File: src/rtl/af_pkg.sv
// Package: shared constants and the address type for the receive filter.
// Assumes bytes are 8 bits wide and destination byte 0 is the first byte received.
package af_pkg;
    localparam int ADDR_BYTES = 6;
    localparam int SLOT_BYTES = 12;
    typedef logic [ADDR_BYTES-1:0][7:0] mac_t;
endpackage

File: src/rtl/af_setup_loader.sv
// Module: af_setup_loader
// Gathers the address bytes of a setup frame into a staging table.
// Raises a one-cycle commit pulse when the frame ends at exactly
// NUM_ENTRIES*12 bytes. Assumes setup_last marks the final byte.
module af_setup_loader
    import af_pkg::*;
#(
    parameter int NUM_ENTRIES = 16
) (
    input  logic                     clk,
    input  logic                     rst_n,
    input  logic                     setup_valid,
    input  logic [7:0]               setup_byte,
    input  logic                     setup_last,
    output mac_t [NUM_ENTRIES-1:0]   staged_tbl,
    output logic                     load_commit
);
    localparam int TOTAL  = NUM_ENTRIES * SLOT_BYTES;
    localparam int CNT_W  = $clog2(TOTAL + 1);
    localparam int SLOT_W = (NUM_ENTRIES > 1) ? $clog2(NUM_ENTRIES) : 1;

    logic [CNT_W-1:0]  byte_cnt;
    logic [SLOT_W-1:0] slot_idx;
    logic [3:0]        off_idx;
    logic              in_range;
    logic [2:0]        byte_sel;

    assign in_range = (byte_cnt < CNT_W'(TOTAL));
    // Only slot offsets 0,1,4,5,8,9 carry address bytes (bit 1 of the offset is clear).
    assign byte_sel = {off_idx[3:2], off_idx[0]};

    // Purpose: track byte position within the setup frame and detect the exact length.
    always_ff @(posedge clk) begin
        if (!rst_n) begin
            byte_cnt    <= '0;
            slot_idx    <= '0;
            off_idx     <= '0;
            load_commit <= 1'b0;
        end else begin
            load_commit <= 1'b0;
            if (setup_valid) begin
                if (setup_last) begin
                    load_commit <= (byte_cnt == CNT_W'(TOTAL - 1));
                    byte_cnt    <= '0;
                    slot_idx    <= '0;
                    off_idx     <= '0;
                end else if (in_range) begin
                    byte_cnt <= byte_cnt + 1'b1;
                    if (off_idx == 4'(SLOT_BYTES - 1)) begin
                        off_idx  <= '0;
                        slot_idx <= slot_idx + 1'b1;
                    end else begin
                        off_idx <= off_idx + 1'b1;
                    end
                end
            end
        end
    end

    // Purpose: write the address-carrying bytes into the staging table.
    always_ff @(posedge clk) begin
        if (!rst_n) begin
            staged_tbl <= '0;
        end else if (setup_valid && in_range && !off_idx[1]) begin
            staged_tbl[slot_idx][byte_sel] <= setup_byte;
        end
    end
endmodule

File: src/rtl/af_match_array.sv
// Module: af_match_array
// Holds the live address table and compares one destination against every
// entry in parallel. Assumes load_commit only pulses after a complete setup frame.
module af_match_array
    import af_pkg::*;
#(
    parameter int NUM_ENTRIES = 16
) (
    input  logic                     clk,
    input  logic                     rst_n,
    input  logic                     load_commit,
    input  mac_t [NUM_ENTRIES-1:0]   staged_tbl,
    input  mac_t                     dest,
    output mac_t [NUM_ENTRIES-1:0]   live_tbl,
    output logic                     hit
);
    logic [NUM_ENTRIES-1:0] hit_vec;

    // Purpose: copy the staged table into the live table when a load completes.
    always_ff @(posedge clk) begin
        if (!rst_n) begin
            live_tbl <= '0;
        end else if (load_commit) begin
            live_tbl <= staged_tbl;
        end
    end

    for (genvar n = 0; n < NUM_ENTRIES; n++) begin : g_cmp
        assign hit_vec[n] = (live_tbl[n] == dest);
    end

    assign hit = |hit_vec;
endmodule

File: src/rtl/af_dest_capture.sv
// Module: af_dest_capture
// Collects destination bytes 0..4 and presents the full address while the
// sixth byte is on the input. Judges the frame length when rx_sof arrives.
// Assumes rx_sof marks destination byte 0 and that bytes come in order.
module af_dest_capture
    import af_pkg::*;
#(
    parameter int LEN_W   = 16,
    parameter int MIN_LEN = 14,
    parameter int MAX_LEN = 2048
) (
    input  logic             clk,
    input  logic             rst_n,
    input  logic             rx_valid,
    input  logic             rx_sof,
    input  logic [7:0]       rx_byte,
    input  logic [LEN_W-1:0] frm_len,
    output mac_t             dest,
    output logic             dest_done,
    output logic             len_ok
);
    localparam logic [2:0] IDLE_IDX = 3'(ADDR_BYTES);

    mac_t       hold;
    logic [2:0] idx;

    // Purpose: store the leading destination bytes and the length verdict.
    always_ff @(posedge clk) begin
        if (!rst_n) begin
            hold   <= '0;
            idx    <= IDLE_IDX;
            len_ok <= 1'b0;
        end else if (rx_valid) begin
            if (rx_sof) begin
                hold[0] <= rx_byte;
                idx     <= 3'd1;
                len_ok  <= (frm_len >= LEN_W'(MIN_LEN)) && (frm_len <= LEN_W'(MAX_LEN));
            end else if (idx < IDLE_IDX) begin
                hold[idx] <= rx_byte;
                idx       <= idx + 3'd1;
            end
        end
    end

    // Purpose: form the complete address with the last byte taken from the input.
    always_comb begin
        dest                 = hold;
        dest[ADDR_BYTES-1]   = rx_byte;
    end

    assign dest_done = rx_valid && !rx_sof && (idx == 3'(ADDR_BYTES - 1));
endmodule

File: src/rtl/dst_addr_filter.sv
// Module: dst_addr_filter (top)
// Destination-address receive filter: a staged exact-match table, parallel
// compare, and a registered decision with priority length > broadcast >
// bypass > multicast > match/inverse. Assumes the mode inputs are steady
// around the sixth destination byte.
module dst_addr_filter
    import af_pkg::*;
#(
    parameter int NUM_ENTRIES = 16,
    parameter int LEN_W       = 16,
    parameter int MIN_LEN     = 14,
    parameter int MAX_LEN     = 2048
) (
    input  logic             clk,
    input  logic             rst_n,
    input  logic             setup_valid,
    input  logic [7:0]       setup_byte,
    input  logic             setup_last,
    input  logic             rx_valid,
    input  logic             rx_sof,
    input  logic [7:0]       rx_byte,
    input  logic [LEN_W-1:0] frm_len,
    input  logic             mode_promisc,
    input  logic             mode_rx_all,
    input  logic             mode_all_mcast,
    input  logic             mode_inverse,
    output logic             dec_valid,
    output logic             accept,
    output logic             flag_bypass,
    output logic             flag_mcast
);
    mac_t [NUM_ENTRIES-1:0] staged_tbl;
    mac_t [NUM_ENTRIES-1:0] live_tbl;
    logic                   load_commit;
    mac_t                   dest;
    logic                   dest_done;
    logic                   len_ok;
    logic                   hit;
    logic                   nxt_acc, nxt_byp, nxt_mc;

    af_setup_loader #(.NUM_ENTRIES(NUM_ENTRIES)) u_loader (
        .clk         (clk),
        .rst_n       (rst_n),
        .setup_valid (setup_valid),
        .setup_byte  (setup_byte),
        .setup_last  (setup_last),
        .staged_tbl  (staged_tbl),
        .load_commit (load_commit)
    );

    af_match_array #(.NUM_ENTRIES(NUM_ENTRIES)) u_match (
        .clk         (clk),
        .rst_n       (rst_n),
        .load_commit (load_commit),
        .staged_tbl  (staged_tbl),
        .dest        (dest),
        .live_tbl    (live_tbl),
        .hit         (hit)
    );

    af_dest_capture #(.LEN_W(LEN_W), .MIN_LEN(MIN_LEN), .MAX_LEN(MAX_LEN)) u_cap (
        .clk       (clk),
        .rst_n     (rst_n),
        .rx_valid  (rx_valid),
        .rx_sof    (rx_sof),
        .rx_byte   (rx_byte),
        .frm_len   (frm_len),
        .dest      (dest),
        .dest_done (dest_done),
        .len_ok    (len_ok)
    );

    // Purpose: apply the fixed decision priority to the current destination.
    always_comb begin
        nxt_acc = 1'b0;
        nxt_byp = 1'b0;
        nxt_mc  = 1'b0;
        if (!len_ok) begin
            nxt_acc = 1'b0;
        end else if (&dest) begin
            nxt_acc = 1'b1;
        end else if (mode_promisc || mode_rx_all) begin
            nxt_acc = 1'b1;
            nxt_byp = 1'b1;
        end else if (mode_all_mcast && dest[0][0]) begin
            nxt_acc = 1'b1;
            nxt_mc  = 1'b1;
        end else begin
            nxt_acc = hit ^ mode_inverse;
        end
    end

    // Purpose: register the decision pulse and hold the result until the next one.
    always_ff @(posedge clk) begin
        if (!rst_n) begin
            dec_valid   <= 1'b0;
            accept      <= 1'b0;
            flag_bypass <= 1'b0;
            flag_mcast  <= 1'b0;
        end else begin
            dec_valid <= dest_done;
            if (dest_done) begin
                accept      <= nxt_acc;
                flag_bypass <= nxt_byp;
                flag_mcast  <= nxt_mc;
            end
        end
    end
endmodule

File: config.mk
export PLATFORM = sky130hd
export DESIGN_NAME = dst_addr_filter
export DESIGN_NICKNAME = d
export VERILOG_FILES = /design/src/rtl/af_pkg.sv /design/src/rtl/af_setup_loader.sv /design/src/rtl/af_match_array.sv /design/src/rtl/af_dest_capture.sv /design/src/rtl/dst_addr_filter.sv
export SDC_FILE = /design/constraint.sdc
export NUM_CORES = 2
export LEC_CHECK = 0
export ABC_AREA = 1
export BUFFER_PORTS_ARGS = -buffer_cell sky130_fd_sc_hd__buf_2
export CAP_MARGIN = 15
export CORE_ASPECT_RATIO = 1.75
export CORE_MARGIN = 2
export CORE_UTILIZATION = 32
export DETAILED_ROUTE_END_ITERATION = 10
export PLACE_DENSITY = 0.56
export SYNTH_ARGS = -nofsm -noshare
export SYNTH_HDL_FRONTEND = slang
export SYNTH_SLANG_ARGS = --single-unit
File: constraint.sdc
create_clock -name clk -period 1.9 [get_ports clk]
set_input_delay 0.19 -clock clk [delete_from_list [all_inputs] [get_ports clk]]
set_output_delay 0.19 -clock clk [all_outputs]
set_load 0.01 [all_outputs]
==> results.cfg <==
[run_status]
status = finished with violations
violations = setup timing

[finish]
stdcell_area_um2 = 81500
mostFrequentLayoutCells = nor2_1, dfxtp_1, o21ai_0, a21oi_1, nand2_1
final-seq-area_um2 = 32100
multi_input_area_um2 = 30100
nets = 8639
final_common_cell = nor2_1
syn_to_final_growth_pct = 26.8
final_layout_size_suffix_gt1_share_pct = 17.0
nFillCells = 20000

[drt]
drt_iter0_drc = 5108
wl_per_cell_um = 23.3
vias = 58200
wl_mm = 263
drtAntennaViolNets = 0
via_per_inst = 5.14
route.detailed.drc = 0
dr.pass1.iters = 7

[yosys]
synth_top_area_share_pct = 49.8
syn_inst = 8181
syn-num-nets = 8231
synth_area_leaders = dfxtp_1, o21ai_0, nor2_1
postSynthAreaPerCell_um2 = 7.86
netlist_area_um2 = 64300
synth_top_area_cell = dfxtp_1
synth_cell_types = 33
ys_seq_area_share_pct = 49.8
ys_seq_elements = 1601
yosysWarnings = 0

[power]
powerDensity_nw_per_um2 = 875
ir_drop_mv = 0.531
power_leakage_uw = 0.0343

[sta]
skew_ns = 0.0496
rsz0062_at_grt = true
worst_pin_slew_ns = 0.985
slew_headroom_pct = 34.4
setup_viol = 16
finalHoldViolations = 0
fmaxAchievable_mhz = 434
fin_crit_sh_pct = 121
final.min_clock_period_ns = 2.30
fin_ws_ns = -0.402
report.final.slew_viol_count = 0

[global_routing]
antenna_found_initial = 2
top_usage_layer = met2
grt_pass1_vias = 55000
grt_use_total_pct = 24.2
grt_util_met2_pct = 41.9
grt_max_degree = 185
use_met3_pct = 2.80
grtUsageMet1_pct = 26.0
grt_pass1_wl_mm = 368
overflow = 0

[floorplan]
num_io_pins = 46
rows = 217
coreArea_um2 = 200000
start_util_pct = 32.2
die-area_um2 = 205000
die_x_um = 343
die_height_um = 597

[critical_path]
worstSetupPathType = reg -> reg
path_max_fanout = 5
crit_path_start_kind = register
crit_arrival_ns = 3.01
crit_path_end_kind = register
cp_data_required_time_ns = 2.60

[clock_tree]
cts.sinks = 1601
cts_max_path_buffers = 4
worst_skew_pair.late_latency_ns = 0.81
cts_tree = built
h-tree-depth = 4
clk_pin_slew_ns = 0.07
cts-buffers-inserted = 153
root_buffer = clkbuf_16

[placed_design]
place_area_um2 = 72700
dp_slack_ns = -0.937
dp_hpwl_mm = 173
gp_congestion = 1.00
numPortBuffers = 45

[min_path]
min_path_type = in -> reg

[run]
maxCapViolCount = 0
sequential cells by signal, indices dropped and copies added (netlist names):
signal and count:
u_cap.idx 3, u_cap.dest 40, flag_bypass 1, accept 1, u_match.live_tbl 768, dec_valid 1, u_loader.slot_idx 4, u_loader.load_commit 1
u_cap.len_ok 1, u_loader.byte_cnt 8, u_loader.staged_tbl 768, flag_mcast 1, u_loader.off_idx 4
routing by layer:
metal | share of wire [%] | up-vias
met5 | 0 | -
met4 | 11 | 0
met3 | 4.7 | 752
met2 | 49 | 1997
met1 | 36 | 27900
li1 | - | 27600
critical path: stages (launching register included):
cell and delay (ns):
dfxtp_4 0.40, buf_12 0.18, buf_4 0.16, xnor2_4 0.20, nand2_1 0.12, nor2_4 0.23, nand2_1 0.10, nor2_1 0.11
nand3_1 0.08, nand2_1 0.08, nor2_1 0.04, nand2_1 0.11, o21ai_1 0.11, nand2_2 0.10, nand2_1 0.06, nand2_1 0.08
a21oi_2 0.05
cell families after synthesis:
logic type	Yosys count	synth area share [%]
buffers and inverters	838	5.76
AOI/OAI and AO/OA	2510	19.6
DFF	1601	49.8
xor gates and xnor gates	668	9.10
adders and majority gates	8	0.156
and+or+nand+nor	2556	15.6
stage by stage:
stage / utilization (%) / instances / TNS, ns / power (µW) / hold slack [ns]
global route: 40.8 / 11300 / -2.05 / 73100 / 0.0610
CTS: 39.7 / 11200 / -0.326 / 71600 / 0.0111
detailed placement: 36.4 / 10900 / -38.92 / 39700 / 0.455
global placement: 36.4 / 10900 / -30.99 / 39700 / 0.451
finish: 40.8 / 11300 / -0.614 / 71400 / 0.0555
floorplan: - / 8181 / 0 / 36700 / 0.357
Yosys cell counts (all sizes together):
cell type	n
nor2	1718
dfxtp	1601
o21ai	1580
a21oi	924
nand2	716
xnor2	663
clkbuf	414
buf	220
inv	195
nand3	60
nand4	41
nor3	11
clkinv	9
ha	8
nor4	7
xor2	5
or2	3
a211oi	2
o221ai	2
a21o	1
a31oi	1
cell type report:
| class | instances | share of cell area [%] |
|---|---|---|
| Clock inverter | 47 | 0.707 |
| Timing Repair Buffer | 886 | 12.5 |
| Inverter | 204 | 0.988 |
| Tap cell | 2628 | 4.03 |
| Multi-Input combinational cell | 5743 | 36.9 |
| Sequential cell | 1601 | 39.4 |
| Clock buffer | 218 | 5.46 |
| Antenna cell | 2 | 0.00614 |
where the power goes:
group | leakage [µW] | internal (µW) | switching, µW
combinational | 0.0189 | 2090 | 3780
sequential | 0.0129 | 33600 | 87.1
clock | 0.00247 | 18000 | 13800
timing repair:
action | CTS | global route
hold buffers | 23 | 0
cloned | 2 | 31
gates resized for setup | 268 | 387
pin swaps | 54 | 94
endpoints found under the setup margin | 336 | 615
buffers inserted | 21 | 57
hold endpoints to repair | 407 | 0
final timing paths:
| path | start | endpoint | slack (ns) | cells past startpoint |
|---|---|---|---|---|
| max reg2reg | u_cap.dest[1] | accept | -0.40 | 16 |
| max | u_cap.dest[1] | accept | -0.40 | 16 |
| min reg2reg | u_loader.staged_tbl[165] | u_match.live_tbl[165] | 0.46 | 2 |
| min | rx_byte[3] | u_cap.dest[35] | 0.06 | 5 |
Power figures use the tool's default switching activity.
